File: src/rtl/sdt_pkg.sv
package sdt_pkg;

    localparam int NUM_INC  = 4;
    localparam int SEL_W    = 2;
    localparam int PRESET_W = 16;
    localparam int ELAP_W   = 32;

    typedef enum logic {
        MODE_ON_DELAY  = 1'b0,
        MODE_OFF_DELAY = 1'b1
    } dly_mode_e;

    // Base increment in milliseconds for each select code
    function automatic int unsigned inc_ms(input int unsigned idx);
        case (idx)
            0:       return 8;
            1:       return 48;
            2:       return 1;
            default: return 1000;
        endcase
    endfunction

    function automatic int unsigned max_inc_ms();
        int unsigned m;
        m = 0;
        for (int i = 0; i < NUM_INC; i++) begin
            if (inc_ms(i) > m) m = inc_ms(i);
        end
        return m;
    endfunction

endpackage

File: src/rtl/sdt_tick_gen.sv
module sdt_tick_gen
    import sdt_pkg::*;
#(
    parameter int CLK_PER_MS = 1000
) (
    input  logic             clk,
    input  logic             rst,
    input  logic [SEL_W-1:0] sel_i,
    output logic             tick_o
);

    localparam int unsigned MAX_PERIOD = max_inc_ms() * CLK_PER_MS;
    localparam int          CNT_W      = $clog2(MAX_PERIOD + 1);

    typedef struct packed {
        logic             tick;
        logic [SEL_W-1:0] sel;
        logic [CNT_W-1:0] cnt;
    } tg_st_t;

    tg_st_t st_d, st_q;

    // Terminal count (period - 1) per increment select
    logic [CNT_W-1:0] term_lut [NUM_INC];

    for (genvar g = 0; g < NUM_INC; g++) begin : g_period
        assign term_lut[g] = CNT_W'(inc_ms(g) * CLK_PER_MS - 1);
    end

    always_comb begin
        st_d      = st_q;
        st_d.tick = 1'b0;
        st_d.sel  = sel_i;
        if (sel_i != st_q.sel) begin
            st_d.cnt = '0;
        end else if (st_q.cnt == term_lut[st_q.sel]) begin
            st_d.cnt  = '0;
            st_d.tick = 1'b1;
        end else begin
            st_d.cnt = st_q.cnt + CNT_W'(1);
        end
    end

    always_ff @(posedge clk) begin
        if (rst) begin
            st_q.tick <= 1'b0;
            st_q.sel  <= sel_i;
            st_q.cnt  <= '0;
        end else begin
            st_q <= st_d;
        end
    end

    assign tick_o = st_q.tick;

    // Independent gap counter: cycles since last tick or restart
    logic [CNT_W:0] gap_q;

    always_ff @(posedge clk) begin
        if (rst)                    gap_q <= '0;
        else if (sel_i != st_q.sel) gap_q <= '0;
        else if (st_q.tick)         gap_q <= (CNT_W+1)'(1);
        else                        gap_q <= gap_q + (CNT_W+1)'(1);
    end

    AST_TICK_PERIOD: assert property (@(posedge clk) disable iff (rst)
        tick_o |-> (gap_q == {1'b0, term_lut[st_q.sel]} + (CNT_W+1)'(1)));

    AST_TICK_GAP_BOUND: assert property (@(posedge clk) disable iff (rst)
        gap_q <= {1'b0, term_lut[st_q.sel]} + (CNT_W+1)'(1));

endmodule

File: src/rtl/sdt_preset_round.sv
module sdt_preset_round
    import sdt_pkg::*;
(
    input  logic                ms_mode_i,
    input  logic [SEL_W-1:0]    sel_i,
    input  logic [PRESET_W-1:0] preset_i,
    output logic [PRESET_W-1:0] target_o
);

    logic [PRESET_W-1:0] rnd [NUM_INC];

    // One constant-divisor rounding unit per increment
    for (genvar g = 0; g < NUM_INC; g++) begin : g_round
        localparam int unsigned INC = inc_ms(g);
        logic [PRESET_W:0] biased;
        logic [PRESET_W:0] quot;
        assign biased = {1'b0, preset_i} + (PRESET_W+1)'(INC / 2);
        assign quot   = biased / (PRESET_W+1)'(INC);
        assign rnd[g] = quot[PRESET_W-1:0];
    end

    always_comb begin
        if (!ms_mode_i) begin
            target_o = preset_i;
        end else begin
            target_o = rnd[sel_i];
            if (target_o == '0) target_o = PRESET_W'(1);
        end
    end

endmodule

File: src/rtl/sdt_core.sv
module sdt_core
    import sdt_pkg::*;
(
    input  logic                clk,
    input  logic                rst,
    input  logic                tick_i,
    input  logic                scan_i,
    input  logic                act_i,
    input  logic                off_mode_i,
    input  logic [PRESET_W-1:0] target_i,
    output logic                out_o,
    output logic [ELAP_W-1:0]   elap_o
);

    typedef struct packed {
        logic              act;
        logic              out;
        logic [ELAP_W-1:0] elap;
    } core_st_t;

    core_st_t          st_d, st_q;
    dly_mode_e         mode;
    logic [ELAP_W-1:0] tgt;
    logic              adv;

    assign mode = dly_mode_e'(off_mode_i);
    assign tgt  = ELAP_W'(target_i);

    always_comb begin
        st_d = st_q;
        if (scan_i) st_d.act = act_i;
        adv = tick_i && (st_q.elap < tgt);
        if (mode == MODE_ON_DELAY) begin
            if (!st_d.act)  st_d.elap = '0;
            else if (adv)   st_d.elap = st_q.elap + ELAP_W'(1);
            st_d.out = st_d.act && (st_d.elap >= tgt);
        end else begin
            if (scan_i && act_i) begin
                st_d.elap = '0;
                st_d.out  = 1'b1;
            end else if (!st_d.act && st_q.out) begin
                if (adv) st_d.elap = st_q.elap + ELAP_W'(1);
                st_d.out = (st_d.elap < tgt);
            end
        end
    end

    always_ff @(posedge clk) begin
        if (rst) begin
            st_q.act  <= 1'b0;
            st_q.out  <= 1'b0;
            st_q.elap <= '0;
        end else begin
            st_q <= st_d;
        end
    end

    assign out_o  = st_q.out;
    assign elap_o = st_q.elap;

    AST_ELAP_NO_WRAP: assert property (@(posedge clk) disable iff (rst)
        (elap_o != '0) |=> (elap_o == '0 || elap_o >= $past(elap_o)));

    AST_ELAP_STEP: assert property (@(posedge clk) disable iff (rst)
        1'b1 |=> (elap_o <= $past(elap_o) + ELAP_W'(1)));

    AST_ONDLY_LOW_SCAN_CLEARS: assert property (@(posedge clk) disable iff (rst)
        (!off_mode_i && scan_i && !act_i) |=> (!out_o && elap_o == '0));

    AST_OFFDLY_HIGH_SCAN_SETS: assert property (@(posedge clk) disable iff (rst)
        (off_mode_i && scan_i && act_i) |=> (out_o && elap_o == '0));

endmodule

File: src/rtl/scan_delay_timer.sv
module scan_delay_timer
    import sdt_pkg::*;
#(
    parameter int CLK_PER_MS = 1000
) (
    input  logic                clk,
    input  logic                rst,
    input  logic                scan,
    input  logic                act,
    input  logic                off_mode,
    input  logic                ms_mode,
    input  logic [SEL_W-1:0]    inc_sel,
    input  logic [PRESET_W-1:0] preset,
    output logic                out,
    output logic [ELAP_W-1:0]   elapsed
);

    logic                tick;
    logic [PRESET_W-1:0] target;

    sdt_tick_gen #(.CLK_PER_MS(CLK_PER_MS)) u_tick (
        .clk    (clk),
        .rst    (rst),
        .sel_i  (inc_sel),
        .tick_o (tick)
    );

    sdt_preset_round u_round (
        .ms_mode_i (ms_mode),
        .sel_i     (inc_sel),
        .preset_i  (preset),
        .target_o  (target)
    );

    sdt_core u_core (
        .clk        (clk),
        .rst        (rst),
        .tick_i     (tick),
        .scan_i     (scan),
        .act_i      (act),
        .off_mode_i (off_mode),
        .target_i   (target),
        .out_o      (out),
        .elap_o     (elapsed)
    );

endmodule

File: config.mk
export PLATFORM = sky130hd
export DESIGN_NAME = scan_delay_timer
export DESIGN_NICKNAME = d
export VERILOG_FILES = /design/src/rtl/sdt_pkg.sv /design/src/rtl/sdt_tick_gen.sv /design/src/rtl/sdt_preset_round.sv /design/src/rtl/sdt_core.sv /design/src/rtl/scan_delay_timer.sv
export SDC_FILE = /design/constraint.sdc
export NUM_CORES = 1
export LEC_CHECK = 0
export BUFFER_PORTS_ARGS = -buffer_cell sky130_fd_sc_hd__buf_2
export CORE_MARGIN = 2
export CORE_UTILIZATION = 30
export CTS_BUF_LIST = sky130_fd_sc_hd__clkbuf_8
export DETAILED_ROUTE_END_ITERATION = 16
export GPL_ROUTABILITY_DRIVEN = 0
export GPL_TIMING_DRIVEN = 0
export HOLD_SLACK_MARGIN = 0.15
export PLACE_DENSITY_LB_ADDON = 0.25
export RECOVER_POWER = 25
export SETUP_SLACK_MARGIN = 0.05
export SLEW_MARGIN = 40
export SYNTH_ARGS = -nofsm -noshare
export SYNTH_HDL_FRONTEND = slang
export SYNTH_SLANG_ARGS = --single-unit
File: constraint.sdc
create_clock -name clk -period 11.15 [get_ports clk]
set_input_delay 0 -clock clk [delete_from_list [all_inputs] [get_ports clk]]
set_output_delay 0 -clock clk [all_outputs]
set_load 0.005 [all_outputs]
==> flow_metrics.py <==
metrics = {
    "run_status": {
        "outcome": "finished, final reports clean",
    },
    "synthesis": {
        "yosysWarnings": 0,
        "synthTopCellsByArea": "dfxtp_1 (14%), ha_1 (9.0%), nor2_1 (5.5%)",
        "synth.most_common_cell": "nor2_1",
        "syn_inst": 1159,
        "synth_edf_count": 0,
        "yosys-top-cells-count": "nor2_1 (122), nand2_1 (96), a21oi_1 (79), o21ai_0 (63), ha_1 (60)",
        "avgSynthCellArea_um2": 7.23,
        "synth-seq-cells": 57,
        "synth.largest_area_cell": "dfxtp_1",
        "synth_top_cell_area_share_pct": 13.6,
        "ys_types": 104,
        "synth-main-ff-cell": "dfxtp_1",
        "syn_nets": 1243,
        "synthArstFlopShare_pct": 0,
        "yosysSeqAreaShare_pct": 13.6,
        "syn-cell-area_mm2": 0.00838,
    },
    "place": {
        "place_ws_ns": -0.732,
        "io_buffers": 49,
        "placed_area_mm2": 0.00910,
        "dpl.hpwl_um": 20100,
    },
    "clock_network": {
        "cts_made_buffers": 9,
        "clk_latency_ns": 0.36,
        "cts_tree": "built",
        "htree_levels": 3,
        "cts.path.max_buffers": 2,
        "cts.sinks": 57,
        "root_buffer": "clkbuf_8",
        "clkTransAtPathRegs_ns": 0.07,
    },
    "timing": {
        "max_freq_mhz": 97.4,
        "setup_viol": 0,
        "rsz0062_at_grt": "false",
        "fin_crit_ns": 10.27,
        "slew_headroom_pct": 42.2,
        "clock_skew_ns": 0.0128,
        "finalCritPeriodShare_pct": 92.1,
        "hold_violations": 0,
        "drv_slew": 0,
        "worst_pin_slew_ns": 0.867,
        "worst_slack_ns": 0.884,
    },
    "floorplan": {
        "die-area_mm2": 0.0293,
        "ios": 57,
        "die_y_um": 171,
        "core-area_mm2": 0.0276,
        "fp-row-count": 61,
        "die_w_um": 171,
        "start_util_pct": 30.3,
    },
    "worst_setup_path": {
        "cp_slowest_cell": "or3_4",
        "required_ns": 11.40,
        "worstSetupEndpointType": "register",
        "path_class": "input port to register",
        "cpMostUsedCell": "nor2b_1",
        "worstPathMaxFanout": 10,
        "arrival_ns": 10.52,
        "start_kind": "input port",
        "critPathMaxStageDelay_ns": 0.43,
    },
    "routing": {
        "vias": 8799,
        "routed_via_density": 5.42,
        "post_drt_wl_per_cell_um": 15.9,
        "dr.pass1.iters": 5,
        "drtIter0Drc": 659,
        "drcViolationCount": 0,
        "ant_nets": 0,
        "wl_um": 25800,
    },
    "final_layout": {
        "area_delta_synth_final_pct": 15.0,
        "final_cell_area_mm2": 0.00964,
        "drive_gt1_share_pct": 17.0,
        "nets": 1324,
        "n_antenna_cell": 0,
    },
    "global_routing": {
        "antenna_found_initial": 0,
        "grt_max_degree": 13,
        "grt_pass1_vias": 7986,
        "grt-ovfl-total": 0,
        "track_usage_pct": 17.3,
        "grt_pass1_wl_um": 41300,
    },
    "pwr": {
        "p_leak_uw": 0.00386,
        "ir_worst_vdd_mv": 0.0572,
        "power_uw": 774,
        "powerDensity_mw_per_mm2": 80.3,
    },
    "flow_run": {
        "drv_cap": 0,
    },
    "min_path": {
        "min_path_type": "input port to register",
    },
}
per-stage QoR:
step                      hold WS (ns)  setup TNS, ns  utilization, %  cells
after detailed placement         0.187         -0.732            32.9   1586
after global routing             0.206              0            34.9   1623
after floorplan                 0.0277              0               -   1159
after global placement           0.180         -0.777            32.9   1586
final                            0.199              0            34.9   1623
after CTS                        0.177              0            33.9   1605
final timing paths:
path / endpoint / slack, ns / cells past startpoint / from
worst max-delay path: u_core.out_o / 0.88 / 58 / preset[4]
worst min-delay path: u_core.out_o / 0.20 / 4 / act
worst max register to register: u_core.out_o / 5.45 / 33 / u_core.elap_o[9]
worst min register to register: u_tick.st_q[0] / 0.45 / 1 / u_tick.st_q[0]
cells in the final DEF, fill, tap and decap left out, drive strengths merged, types with 6 or more instances in the layout:
cell type,n
a211oi,13
and3,25
nand3,36
o221ai,7
or3,14
nor2,124
nand2b,18
buf,100
or2,13
xnor2,47
o311ai,6
a21o,12
nor2b,13
o2111ai,8
o21ai,71
mux2i,23
and2,41
o31ai,11
a31oi,29
clkbuf,67
inv,23
o211ai,13
nand2,98
dfxtp,57
nor4,18
xor2,42
ha,60
a21oi,82
or4,7
nand4,23
nor3,42
o21a,9
o22ai,11
layout make-up:
type | instances | area (um^2)
clock buffer | 11 | 151
inverter | 23 | 86.3
clock inverter | 5 | 55.1
fill | 3030 | 18000
tap | 378 | 473
sequential | 57 | 1140
timing repair buffer | 71 | 418
multi-input combinational | 989 | 6810
buffer | 89 | 504
power breakdown:
part | total, uW | switching [uW] | internal [uW]
sequential | 206 | 1.21 | 205
combinational | 365 | 232 | 133
clock | 203 | 88.4 | 114
total | 774 | 322 | 452
flip-flops by register name, indices dropped and copies added, names as in the netlist:
name	flops
u_core.out_o	1
u_core.st_q	1
u_tick.st_q	22
u_core.elap_o	32
u_tick.tick_o	1
metal layers:
layer	GRT usage [%]	part of all wire [%]	up-vias	wire length, um
li1	-	-	4414	-
met4	5.34	1.9	0	502
met1	23.3	48	4136	12400
met3	2.08	3.3	44	855
met5	0	0	-	0
met2	28.6	47	205	12100
critical path, delay by kind of cell:
family                     cells  cell delay, ns
adders and majority gates      3            0.94
AOI/OAI and AO/OA             27            5.17
xor gates and xnor gates       1            0.15
buffers and inverters          6            0.98
muxes                          3            0.88
and+or+nand+nor               18            2.38
repair_timing:
item / in CTS / in global routing
endpoints found under the setup margin: 1 / 1
pin swaps: 0 / 9
hold buffers: 4 / 0
hold endpoints to repair: 6 / 0
gates resized for setup: 6 / 30
setup buffers: 0 / 18
kinds of logic (layout without fill, tap and decap cells):
| group | after synthesis | in the layout | share of synthesized area, % |
|---|---|---|---|
| AOI/OAI and AO/OA | 325 | 325 | 26.4 |
| xor gates and xnor gates | 89 | 89 | 9.57 |
| adders and majority gates | 64 | 64 | 9.44 |
| DFF | 57 | 57 | 13.6 |
| muxes | 29 | 29 | 3.87 |
| buffers and inverters | 113 | 199 | 6.93 |
| and+or+nand+nor | 482 | 482 | 30.2 |
No activity file was read; power rests on OpenSTA's default activity.
